**src/rtl/i2c_tag_pkg.sv**
```systemverilog
package i2c_tag_pkg;

  localparam int CHUNK_BYTES = 256;

  localparam logic [7:0] TAG_START   = 8'h81;
  localparam logic [7:0] TAG_HS      = 8'hFF;
  localparam logic [7:0] TAG_WR      = 8'h82;
  localparam logic [7:0] TAG_WR_STOP = 8'h83;
  localparam logic [7:0] TAG_RD      = 8'h85;
  localparam logic [7:0] TAG_RD_STOP = 8'h87;

  typedef enum logic [3:0] {
    S_IDLE,
    S_START,
    S_HS,
    S_RESTART,
    S_ADDR_LO,
    S_ADDR_HI,
    S_TAG,
    S_LEN,
    S_DATA
  } seq_state_t;

endpackage

```
**src/rtl/i2c_tag_seq.sv**
```systemverilog
module i2c_tag_seq
  import i2c_tag_pkg::*;
#(
  parameter int LEN_W = 16
) (
  input  logic             clk,
  input  logic             rst,
  input  logic             start,
  input  logic [9:0]       addr,
  input  logic             ten_bit,
  input  logic             rd,
  input  logic             hs,
  input  logic [LEN_W-1:0] len,
  input  logic [7:0]       wr_data,
  input  logic             wr_valid,
  output logic             wr_ready,
  output logic [7:0]       byte_data,
  output logic             byte_valid,
  output logic             byte_last,
  input  logic             byte_ready
);

  localparam int CL_W = $clog2(CHUNK_BYTES) + 1;

  seq_state_t       state;
  logic [9:0]       addr_q;
  logic             ten_q, rd_q, hs_q;
  logic [LEN_W-1:0] rem;
  logic [CL_W-1:0]  chunk_left;
  logic             last_chunk;
  logic [CL_W-1:0]  this_chunk;
  logic             fire;

  assign last_chunk = (rem <= LEN_W'(CHUNK_BYTES));
  assign this_chunk = last_chunk ? rem[CL_W-1:0] : CL_W'(CHUNK_BYTES);
  assign wr_ready   = (state == S_DATA) && byte_ready;
  assign fire       = byte_valid && byte_ready;

  always_comb begin
    byte_data  = 8'h00;
    byte_valid = (state != S_IDLE);
    byte_last  = 1'b0;
    case (state)
      S_START, S_RESTART: byte_data = TAG_START;
      S_HS:               byte_data = TAG_HS;
      S_ADDR_LO:          byte_data = {addr_q[6:0], rd_q};
      S_ADDR_HI:          byte_data = {5'b00000, addr_q[9:7]};
      S_TAG: begin
        if (rd_q) byte_data = last_chunk ? TAG_RD_STOP : TAG_RD;
        else      byte_data = last_chunk ? TAG_WR_STOP : TAG_WR;
      end
      S_LEN: begin
        byte_data = last_chunk ? rem[7:0] : 8'h00;
        byte_last = rd_q && last_chunk;
      end
      S_DATA: begin
        byte_data  = wr_data;
        byte_valid = wr_valid;
        byte_last  = (rem == LEN_W'(1));
      end
      default: byte_data = 8'h00;
    endcase
  end

  always_ff @(posedge clk) begin
    if (rst) begin
      state      <= S_IDLE;
      addr_q     <= '0;
      ten_q      <= 1'b0;
      rd_q       <= 1'b0;
      hs_q       <= 1'b0;
      rem        <= '0;
      chunk_left <= '0;
    end else if (state == S_IDLE) begin
      if (start) begin
        addr_q <= addr;
        ten_q  <= ten_bit;
        rd_q   <= rd;
        hs_q   <= hs;
        rem    <= len;
        state  <= S_START;
      end
    end else if (fire) begin
      case (state)
        S_START:   state <= hs_q ? S_HS : S_ADDR_LO;
        S_HS:      state <= S_RESTART;
        S_RESTART: state <= S_ADDR_LO;
        S_ADDR_LO: state <= ten_q ? S_ADDR_HI : S_TAG;
        S_ADDR_HI: state <= S_TAG;
        S_TAG:     state <= S_LEN;
        S_LEN: begin
          chunk_left <= this_chunk;
          if (rd_q) begin
            rem   <= rem - LEN_W'(this_chunk);
            state <= last_chunk ? S_IDLE : S_TAG;
          end else begin
            state <= S_DATA;
          end
        end
        S_DATA: begin
          rem        <= rem - LEN_W'(1);
          chunk_left <= chunk_left - CL_W'(1);
          if (rem == LEN_W'(1))              state <= S_IDLE;
          else if (chunk_left == CL_W'(1))   state <= S_TAG;
        end
        default: state <= S_IDLE;
      endcase
    end
  end

endmodule

```
**src/rtl/i2c_word_packer.sv**
```systemverilog
module i2c_word_packer #(
  parameter int WORD_BYTES = 4
) (
  input  logic                    clk,
  input  logic                    rst,
  input  logic [7:0]              in_byte,
  input  logic                    in_valid,
  input  logic                    in_last,
  output logic                    in_ready,
  output logic [8*WORD_BYTES-1:0] out_data,
  output logic                    out_valid,
  output logic                    out_last,
  input  logic                    out_ready
);

  localparam int CNT_W = (WORD_BYTES > 1) ? $clog2(WORD_BYTES) : 1;
  localparam int W     = 8 * WORD_BYTES;

  logic [CNT_W-1:0] fill;
  logic [W-1:0]     acc;
  logic [W-1:0]     merged;

  assign in_ready = !out_valid || out_ready;

  always_comb begin
    merged = acc;
    for (int i = 0; i < WORD_BYTES; i++) begin
      if (fill == CNT_W'(i)) merged[8*i +: 8] = in_byte;
    end
  end

  always_ff @(posedge clk) begin
    if (rst) begin
      fill      <= '0;
      acc       <= '0;
      out_data  <= '0;
      out_valid <= 1'b0;
      out_last  <= 1'b0;
    end else begin
      if (out_valid && out_ready) out_valid <= 1'b0;
      if (in_valid && in_ready) begin
        if (fill == CNT_W'(WORD_BYTES - 1) || in_last) begin
          out_data  <= merged;
          out_valid <= 1'b1;
          out_last  <= in_last;
          acc       <= '0;
          fill      <= '0;
        end else begin
          acc  <= merged;
          fill <= fill + CNT_W'(1);
        end
      end
    end
  end

endmodule

```
**src/rtl/i2c_tag_streamer.sv**
```systemverilog
module i2c_tag_streamer #(
  parameter int LEN_W      = 16,
  parameter int WORD_BYTES = 4
) (
  input  logic                    clk,
  input  logic                    rst,
  input  logic                    req_valid,
  output logic                    req_ready,
  input  logic [9:0]              req_addr,
  input  logic                    req_ten_bit,
  input  logic                    req_read,
  input  logic                    req_hs,
  input  logic [LEN_W-1:0]        req_len,
  input  logic [7:0]              wr_data,
  input  logic                    wr_valid,
  output logic                    wr_ready,
  output logic [8*WORD_BYTES-1:0] out_data,
  output logic                    out_valid,
  input  logic                    out_ready,
  output logic                    done
);

  logic       busy;
  logic       start;
  logic [7:0] b_data;
  logic       b_valid, b_last, b_ready;
  logic       w_last;
  logic       final_fire;

  assign req_ready  = !busy;
  assign start      = req_valid && !busy;
  assign final_fire = out_valid && out_ready && w_last;

  always_ff @(posedge clk) begin
    if (rst) begin
      busy <= 1'b0;
      done <= 1'b0;
    end else begin
      done <= final_fire;
      if (start)           busy <= 1'b1;
      else if (final_fire) busy <= 1'b0;
    end
  end

  i2c_tag_seq #(.LEN_W(LEN_W)) u_seq (
    .clk        (clk),
    .rst        (rst),
    .start      (start),
    .addr       (req_addr),
    .ten_bit    (req_ten_bit),
    .rd         (req_read),
    .hs         (req_hs),
    .len        (req_len),
    .wr_data    (wr_data),
    .wr_valid   (wr_valid),
    .wr_ready   (wr_ready),
    .byte_data  (b_data),
    .byte_valid (b_valid),
    .byte_last  (b_last),
    .byte_ready (b_ready)
  );

  i2c_word_packer #(.WORD_BYTES(WORD_BYTES)) u_pack (
    .clk       (clk),
    .rst       (rst),
    .in_byte   (b_data),
    .in_valid  (b_valid),
    .in_last   (b_last),
    .in_ready  (b_ready),
    .out_data  (out_data),
    .out_valid (out_valid),
    .out_last  (w_last),
    .out_ready (out_ready)
  );

endmodule

```
**config.mk**
```make
export PLATFORM = sky130hd
export DESIGN_NAME = i2c_tag_streamer
export DESIGN_NICKNAME = d
export VERILOG_FILES = /design/src/rtl/i2c_tag_pkg.sv /design/src/rtl/i2c_tag_seq.sv /design/src/rtl/i2c_word_packer.sv /design/src/rtl/i2c_tag_streamer.sv
export SDC_FILE = /design/constraint.sdc
export NUM_CORES = 1
export LEC_CHECK = 0
export BUFFER_PORTS_ARGS = -buffer_cell sky130_fd_sc_hd__buf_4
export CORE_ASPECT_RATIO = 1.1
export CORE_MARGIN = 8
export CORE_UTILIZATION = 40
export CTS_CLUSTER_SIZE = 14
export DETAILED_ROUTE_END_ITERATION = 8
export PLACE_DENSITY_LB_ADDON = 0.05
export SKIP_CTS_REPAIR_TIMING = 1
export SYNTH_ARGS = -nofsm -noshare
export SYNTH_HDL_FRONTEND = slang
export SYNTH_SLANG_ARGS = --single-unit
```
**constraint.sdc**
```tcl
create_clock -name clk -period 5.5 [get_ports clk]
set_input_delay 0.55 -clock clk [delete_from_list [all_inputs] [get_ports clk]]
set_output_delay 0.55 -clock clk [all_outputs]
set_load 0.1 [all_outputs]
```
* Word-level counts from Yosys, hierarchy flattened
Index checks and enable logic that the tools add are counted.
** Operators by class
- Reduce and logical (&&, ||, !) cells :: 23
- $add $sub $neg :: 4
- Bitwise gates (word level) :: 1
- Magnitude comparators :: 1
- Mux-type cells :: 35
- Equal/unequal tests :: 16
** Operators by type and width (number)
- two-way mux 16 bit :: 4
- case mux 8 bit (7 select lines) :: 1
- two-way mux 8 bit :: 6
- two-way mux 32 bit :: 1
- case mux 16 bit (2 select lines) :: 1
- case mux 4 bit (8 select lines) :: 1
- two-way mux 4 bit :: 6
- case mux 9 bit (2 select lines) :: 1
- == test 16 x 1 -> 1 bit (second input constant) :: 1
- == test 4 x 3 -> 1 bit (second input constant) :: 4
- less-or-equal comparator 16 x 9 -> 1 bit (second input constant) :: 1
- subtractor 16 x 1 -> 16 bit (second input constant) :: 1
- subtractor 16 x 9 -> 16 bit :: 1
- == test 9 x 1 -> 1 bit (second input constant) :: 1
- two-way mux 9 bit :: 1
- subtractor 9 x 1 -> 9 bit (second input constant) :: 1
- == test 4 x 2 -> 1 bit (second input constant) :: 2
- two-way mux 1 bit :: 7
- logical AND 1 bit :: 6
- two-way mux 2 bit :: 3
- two-way mux 3 bit :: 2
- AND reduction 3 bit :: 2
- nonzero test 2 bit :: 3
- == test 2 bit (second input constant) :: 2
- 18 further kinds :: 21
** Word-level totals
- Word-level logic and storage cells :: 94
- Input port bits :: 42
- Register bits after elaboration :: 112

* Logic depth before layout (Yosys ltp)
Gate-level depths: netlist of the first run.
- Depth in word-level cells :: 7
- Gate-level depth with buffers :: 13
- Depth with buffers taken out :: 12

* Modules after synthesis
From an unflattened synthesis of the first run, not the netlist that was laid out.
** Unflattened totals
- Cell total of the unflattened synthesis :: 742
- Area total of the unflattened synthesis :: 6109.6 um^2
** By module, submodules not included
- i2c_tag_seq :: cells an instance 443, times used 1, area an instance 3084.2 um^2, sequential area each 840.8 um^2
- i2c_word_packer :: cells an instance 291, times used 1, area an instance 2949.1 um^2, sequential area each 1361.3 um^2
- i2c_tag_streamer :: cells an instance 8, times used 1, area an instance 76.3 um^2, sequential area each 40.0 um^2

* Worst setup path after synthesis of the first run
Ideal clock, no wire load.
- Kind :: register -> output
- Start :: reg u_seq.state[0]
- End :: out wr_ready
- Arrival :: 2.567 ns
- Required time :: 4.950 ns
- Cell stages (with the launch flop) :: 7
- Path slack :: 2.383 ns
- Buffers on the path :: 3
- Cell sequence :: dfxtp_1 buf_2 nor3_4 nand2_1 clkbuf_1 clkbuf_1 nor2_1
** On the way
- Longest elaborated chain between the ends :: 2
** Ends and longest elaborated chain
- start: declaration :: line i2c_tag_seq.sv:25 : seq_state_t state;
- start signal: assignment :: line i2c_tag_seq.sv:85 : S_START: state <= hs_q ? S_HS : S_ADDR_LO;
- start signal: assignment :: line i2c_tag_seq.sv:88 : S_ADDR_LO: state <= ten_q ? S_ADDR_HI : S_TAG;
- start signal: assignment :: line i2c_tag_seq.sv:95 : state <= last_chunk ? S_IDLE : S_TAG;
- == test 4 bit :: line i2c_tag_seq.sv:36 : assign wr_ready = (state == S_DATA) && byte_ready;
- logical AND 1 bit :: line i2c_tag_seq.sv:36
- end: declaration :: line i2c_tag_streamer.sv:16 : output logic wr_ready,
Every way passes these cells.

* Final worst setup path of the first run
- Start :: reg u_seq.state[1]
- End :: reg u_pack.out_data[22]
** On the way
- Longest elaborated chain between the ends :: 4
- Elaborated cells on any way between the ends :: 17
- Classes of those cells :: 8 x eq/ne; 4 x mux; 5 x reduce/logical
** Ends and longest elaborated chain
- == test 4 x 1 -> 1 bit (tied with other cells) :: line i2c_tag_seq.sv:43 : case (state)
- OR reduction 2 bit (tied with other cells) :: line i2c_tag_seq.sv:43
- case mux 8 bit (7 select lines) (tied with other cells) :: line i2c_tag_seq.sv:43
- two-way mux 8 bit / AND reduction 2 bit (equally long branches)
- end signal: assignment :: line i2c_word_packer.sv:43 : out_data <= merged;
- end: declaration :: line i2c_word_packer.sv:10 : output logic [8*WORD_BYTES-1:0] out_data,
Several ways; a longest one is shown, not always the timed one.
A chain may end at the register's enable or synchronous reset.

==> reports/qor.tcl, run 1 <==
set qor(outcome) {completed}
set qor(max_freq_ghz) 0.2738
set qor(detail_route.first_pass.iterations) 5
set qor(setup-violations-final) 0
set qor(max-clock-path-buffers) 2
set qor(antenna_found_initial) 0
set qor(timing_hold_violations_final) 0
set qor(max_slew_violation_count) 0
set qor(vias) 5638
set qor(layout.cells.most_common_list) {112 x dfxtp_1, 87 x buf_4, 78 x a21oi_1}
set qor(power_density_nw_per_um2) 435.6
set qor(multiInputGateArea_sq_um) 3347
set qor(clockRootBuffer) {clkbuf_16}
set qor(worstMarginPinSlew_ns) 1.157
set qor(globalRouteMet3Util) 0.03352
set qor(leading_cell_type_in_the_layout_fill_and_taps_excluded) {dfxtp_1}
set qor(gr-usage-met2) 0.3340
set qor(via_count_of_the_first_global_routing_pass) 5320
set qor(timing.critical_path.arrival_ns) 3.95
set qor(top_usage_layer) {met2}
set qor(timing.hold.worst.class) {input pin to register}
set qor(net_count_synth) 787
set qor(slew_headroom) 0.2258
set qor(tritoncts_clock_tree) {yes}
set qor(slowest_stage) {nor2_2}
set qor(antenna_cells_inserted) 0
set qor(fraction_of_final_layout_cells_sized_beyond_drive_strength_1) 0.1588
set qor(setup_tns_ns) 0
set qor(postSynthAreaPerCell_sq_um) 8.055
set qor(synthArstFlopShare) 0
set qor(setup_ws_ns) 1.847
set qor(placementRows) 46
set qor(floorplan.initialDensity) 0.4104
set qor(seq_area_frac_synth) 0.3782
set qor(cts_max_level) 3
set qor(post_drt_wl_per_cell_um) 18.77
set qor(antenna_violating_nets_left) 0
set qor(ys_dominant_reg_cell) {dfxtp_1}
set qor(setup.worst_path.end_class) {register}
set qor(totalPowerFinal_mw) 3.006
set qor(post-route-min-period_ns) 3.653
set qor(grt_setup_unrepaired) {no}
set qor(worstSkewPairLatency_ns) 0.35
set qor(design.portCount) 78
set qor(cp-start-kind) {register}
set qor(core_sq_um) 14450
set qor(final_worst_path_period_share) 0.6641
set qor(placement.io_buffers) 77
set qor(grt_first_pass_wirelength_um) 28810
set qor(critical_path.max_fanout) 26
set qor(yosys.cell_types.count) 75
set qor(crit_type) {register to register}
set qor(clock_sinks) 112
set qor(grtUsageTotal) 0.1891
set qor(seqCellArea_sq_um) 2242
set qor(synth.yosys.warnings) 0
set qor(clock_skew_ns) 0.005708
set qor(via_per_inst) 5.794
set qor(netlist_area_sq_um) 5928
set qor(clk_transition_reported_paths_ns) 0.08
set qor(finalNonFillerCells) 973
set qor(num-nets-final) 827
set qor(total_leakage_power_nw) 2.584
set qor(synthToLayoutAreaGrowth_pct) 16.42
set qor(synthCells) 736
set qor(globalRouteOverflowTotal) 0
set qor(die_area_sq_um) 18980
set qor(floorplan.die.width_um) 132.1
set qor(post-place-cells) 957
set qor(place.detailed.hpwl_um) 12870
set qor(fill_cells) 1389
set qor(gp_congestion) 0.9151
set qor(critical_path.cell_chain) {nor3_4, nand2_1, o32ai_2, nor2_1, nor2_2, a22o_1}
set qor(drc) 0
set qor(synth.ff_latch_count) 112
set qor(detailedRoute.firstIterationViolations) 495
set qor(worst_ir_drop_vdd_mv) 0.1962
set qor(hold-worst-slack_ns) 0.4414
set qor(globalRouteMet1Util) 0.2286
set qor(floorplan.die.height_um) 143.7
set qor(critical-path-max-stage-delay_ns) 0.88
set qor(worstPathRequired_ns) 5.79
set qor(numCtsBuffers) 9
set qor(grt_max_degree) 70
set qor(drv.max_cap_violation_count) 0
set qor(place_worst_setup_slack_ns) 1.798
set qor(synth_edf_count) 0
set qor(finalWirelength_um) 18270
==> final timing paths <==
path,startpoint,end,slack (ns),depth (start not counted)
max reg2reg,u_seq.state[1],u_pack.out_data[22],1.85,6
min reg2reg,u_pack.acc[31],u_pack.acc[31],0.46,1
max,u_seq.state[1],u_pack.out_data[22],1.85,6
min,req_addr[2],u_seq.addr_q[2],0.44,3
==> per-stage QoR <==
stage | utilization | cell area (sq um)
2_1_floorplan | - | 5928
3_3_place_gp | 0.4555 | 6580
3_5_place_dp | 0.4555 | 6580
4_1_cts | 0.4777 | 6902
5_1_grt | 0.4777 | 6902
6_report | 0.4777 | 6902
==> cells in the mapped netlist (8+ instances only) <==
cell type | count | area (sq um)
a211oi_1 | 10 | 75.07
a21oi_1 | 78 | 390.4
a22o_1 | 27 | 236.5
a22oi_1 | 8 | 60.06
a31oi_1 | 12 | 75.07
and2_1 | 10 | 62.56
buf_2 | 11 | 55.05
clkbuf_1 | 39 | 146.4
dfxtp_1 | 112 | 2242
ha_1 | 9 | 112.6
inv_1 | 26 | 97.59
nand2_1 | 66 | 247.7
nand2b_1 | 23 | 143.9
nand3_1 | 17 | 85.08
nor2_1 | 73 | 274.0
nor2b_1 | 11 | 68.82
nor3_1 | 20 | 100.1
o21ai_0 | 26 | 130.1
o32ai_1 | 27 | 236.5
==> layer usage <==
metal / share of wire / vias to the layer above
li1: - / 2775
met1: 0.44 / 2670
met2: 0.50 / 165
met3: 0.043 / 28
met4: 0.018 / 0
met5: 0 / -
==> worst max-delay path, delay by kind of cell (launching register included) <==
family / cells / cell delay, ns
simple gates: 4 / 2.40
flops: 1 / 0.56
compound gates: 2 / 0.63
==> cell families after synthesis <==
group,synth area share
adder cells (fa/ha/maj),0.01900
flip-flops,0.3782
multiplexers,0.01625
other,0.0006326
XOR/XNOR,0.008864
buffers and inverters,0.05867
AO/OA/AOI/OAI,0.2801
AND/OR/NAND/NOR,0.2383
==> sequential cells by signal, summed over array words and instances (netlist names) <==
name	flops
u_pack.acc	32
u_seq.rem	16
u_seq.chunk_left	9
u_seq.state	4
u_pack.out_data	32
busy	1
u_pack.fill	2
u_pack.out_valid	1
u_seq.ten_q	1
u_pack.out_last	1
u_seq.hs_q	1
u_seq.addr_q	10
u_seq.rd_q	1
done	1
==> where the power goes <==
group	internal, mW	switching (mW)
clock network	0.387	0.325
registers	0.881	0.150
logic	0.447	0.817
==> cell type report <==
type	count	share of cell area
multi-input cells	540	0.4850
flip-flops and latches	112	0.3249
repair buffers	87	0.09463
clock buffers	11	0.03662
well taps	192	0.03481
inverters	26	0.01414
clock inverters	5	0.009971
Note: power is estimated with default switching activity, not from simulation.
==> run 2, diff against run 1 <==
Clock period 5.5 ns to 3.5 ns, I/O delays scaled along.
==> run 2 against run 1 <==
Against the previous run: first-iteration DRC count decreased by 11%; clock skew up 0.0036 ns; global-route usage grew 1.1 points; fmax is 14% higher; core utilization up 0.64 points; total power rose by 62%; register-to-register slack worse by 1.6 ns; cell count rose by 1.3%; non-clock buffer count grew 13; sequential cell count stayed put; worst setup slack lost 1.6 ns; routed wire length rose by 5.2%.
==> reports/qor.tcl, run 2 (synthesized netlist as in run 1, its figures left out) <==
set qor(outcome) {completed}
set qor(finalNonFillerCells) 986
set qor(place.detailed.hpwl_um) 13980
set qor(via_per_inst) 5.808
set qor(setup.worst_path.end_class) {register}
set qor(max_slew_violation_count) 0
set qor(reg2reg_from) {u_seq.rem[0]}
set qor(setup_tns_ns) 0
set qor(synthToLayoutAreaGrowth_pct) 17.98
set qor(cts_max_level) 3
set qor(critical_path.max_fanout) 12
set qor(crit_type) {register to register}
set qor(sw_frac_of_total) 0.4318
set qor(placement.io_buffers) 77
set qor(antenna_found_initial) 0
set qor(die_area_sq_um) 18980
set qor(layout.cells.most_common_list) {112 x dfxtp_1, 100 x buf_4, 78 x a21oi_1}
set qor(post_drt_wl_per_cell_um) 19.49
set qor(numCtsBuffers) 9
set qor(placementRows) 46
set qor(gp_congestion) 0.9007
set qor(timing_hold_violations_final) 0
set qor(switchingPower_mw) 2.098
set qor(slew_headroom) 0.2159
set qor(clk_transition_reported_paths_ns) 0.08
set qor(clock_sinks) 112
set qor(tritoncts_clock_tree) {yes}
set qor(clock_skew_ns) 0.009293
set qor(intPower_mw) 2.760
set qor(worst_hold_path.num_cells) 3
set qor(max-clock-path-buffers) 2
set qor(globalRouteOverflowTotal) 0
set qor(power_density_nw_per_um2) 694.5
set qor(timing.critical_path.from) {u_seq.rem[0]}
set qor(finalWirelength_um) 19220
set qor(post-route-min-period_ns) 3.214
set qor(setup-violations-final) 0
set qor(worst_ir_drop_vdd_mv) 0.2675
set qor(min-delay-start) {req_addr[1]}
set qor(via_count_of_the_first_global_routing_pass) 5512
set qor(detail_route.first_pass.iterations) 5
set qor(detailedRoute.firstIterationViolations) 443
set qor(floorplan.initialDensity) 0.4104
set qor(drc) 0
set qor(fill_cells) 1454
set qor(clockRootBuffer) {clkbuf_16}
set qor(fraction_of_final_layout_cells_sized_beyond_drive_strength_1) 0.1725
set qor(antenna_cells_inserted) 0
set qor(grt_max_degree) 72
set qor(biggestRegsByFlops) {u_pack.acc (32), u_pack.out_data (32), u_seq.rem (16)}
set qor(vias) 5727
set qor(num-nets-final) 840
set qor(worstSkewPairLatency_ns) 0.36
set qor(drv.max_cap_violation_count) 0
set qor(hold-worst-slack_ns) 0.2361
set qor(comb_power_share) 0.435
set qor(clock_power_share) 0.231
set qor(post-place-cells) 970
set qor(cp-start-kind) {register}
set qor(timing.critical_path.arrival_ns) 3.50
set qor(total_leakage_power_nw) 2.650
set qor(worstPathRequired_ns) 3.78
set qor(ff2ff_path_depth) 12
set qor(grt_setup_unrepaired) {no}
set qor(grtUsageTotal) 0.1996
set qor(core_sq_um) 14450
set qor(floorplan.die.width_um) 132.1
set qor(design.portCount) 78
set qor(power.share.sequential) 0.334
set qor(worstMarginPinSlew_ns) 1.175
set qor(grt_first_pass_wirelength_um) 30020
set qor(timing.hold.worst.class) {input pin to register}
set qor(max_freq_ghz) 0.3111
set qor(final_worst_path_period_share) 0.9184
set qor(antenna_violating_nets_left) 0
set qor(leading_cell_type_in_the_layout_fill_and_taps_excluded) {dfxtp_1}
set qor(floorplan.die.height_um) 143.7
-- run 2: metrics by stage --
| step | power (mW) | instance area, sq um | worst slack [ns] | utilization |
|---|---|---|---|---|
| final | 4.857 | 6994 | 0.2858 | 0.4842 |
| after global routing | 5.181 | 6994 | 0.001879 | 0.4842 |
| after CTS | 4.870 | 6994 | 0.3412 | 0.4842 |
| after detailed placement | 3.738 | 6669 | 0.3558 | 0.4616 |
| after global placement | 3.728 | 6669 | 0.4280 | 0.4616 |
| after floorplan | 3.067 | 5928 | 0.5832 | - |
-- run 2: final timing paths --
kind                     endpoint  slack, ns
hold reg to reg        u_seq.hs_q       0.46
setup reg to reg    u_seq.rem[14]       0.29
setup / recovery    u_seq.rem[14]       0.29
hold / removal    u_seq.addr_q[1]       0.24
-- run 2: power by group through the flow --
stage	combinational [mW]	sequential, mW	clock [mW]
after floorplan	1.56	1.51	0
after global placement	2.09	1.64	0
after detailed placement	2.09	1.64	0
after CTS	2.10	1.62	1.15
after global routing	2.33	1.64	1.21
final	2.11	1.62	1.12
-- run 2: worst max-delay path, stage by stage (launching register included) --
cell and delay (ns):
dfxtp_1 0.39, inv_1 0.09, ha_1 0.20, or3b_2 0.49, o21ai_0 0.35, nand2_1 0.26, nand2_1 0.13, ha_1 0.42
nor2_1 0.08, nand3_1 0.08, o21ai_0 0.24, and3_1 0.27, o22ai_1 0.13
-- run 2: cell type report --
type / instances / area [sq um] / share of cell area
tap: 192 / 240.2 / 0.03435
inverter: 26 / 97.59 / 0.01395
multi-input combinational: 540 / 3338 / 0.4773
timing repair buffer: 100 / 750.7 / 0.1073
sequential: 112 / 2242 / 0.3206
clock inverter: 6 / 86.33 / 0.01234
clock buffer: 10 / 239.0 / 0.03417
-- run 2: metal layers --
layer  wire, um  track usage  up-vias  share of wire
li1           -            -     2790              -
met1       8370       0.2387     2786           0.44
met2       9813       0.3542      124           0.51
met3        613      0.03177       27          0.032
met4        419      0.07381        0          0.022
met5          0            0        -              0
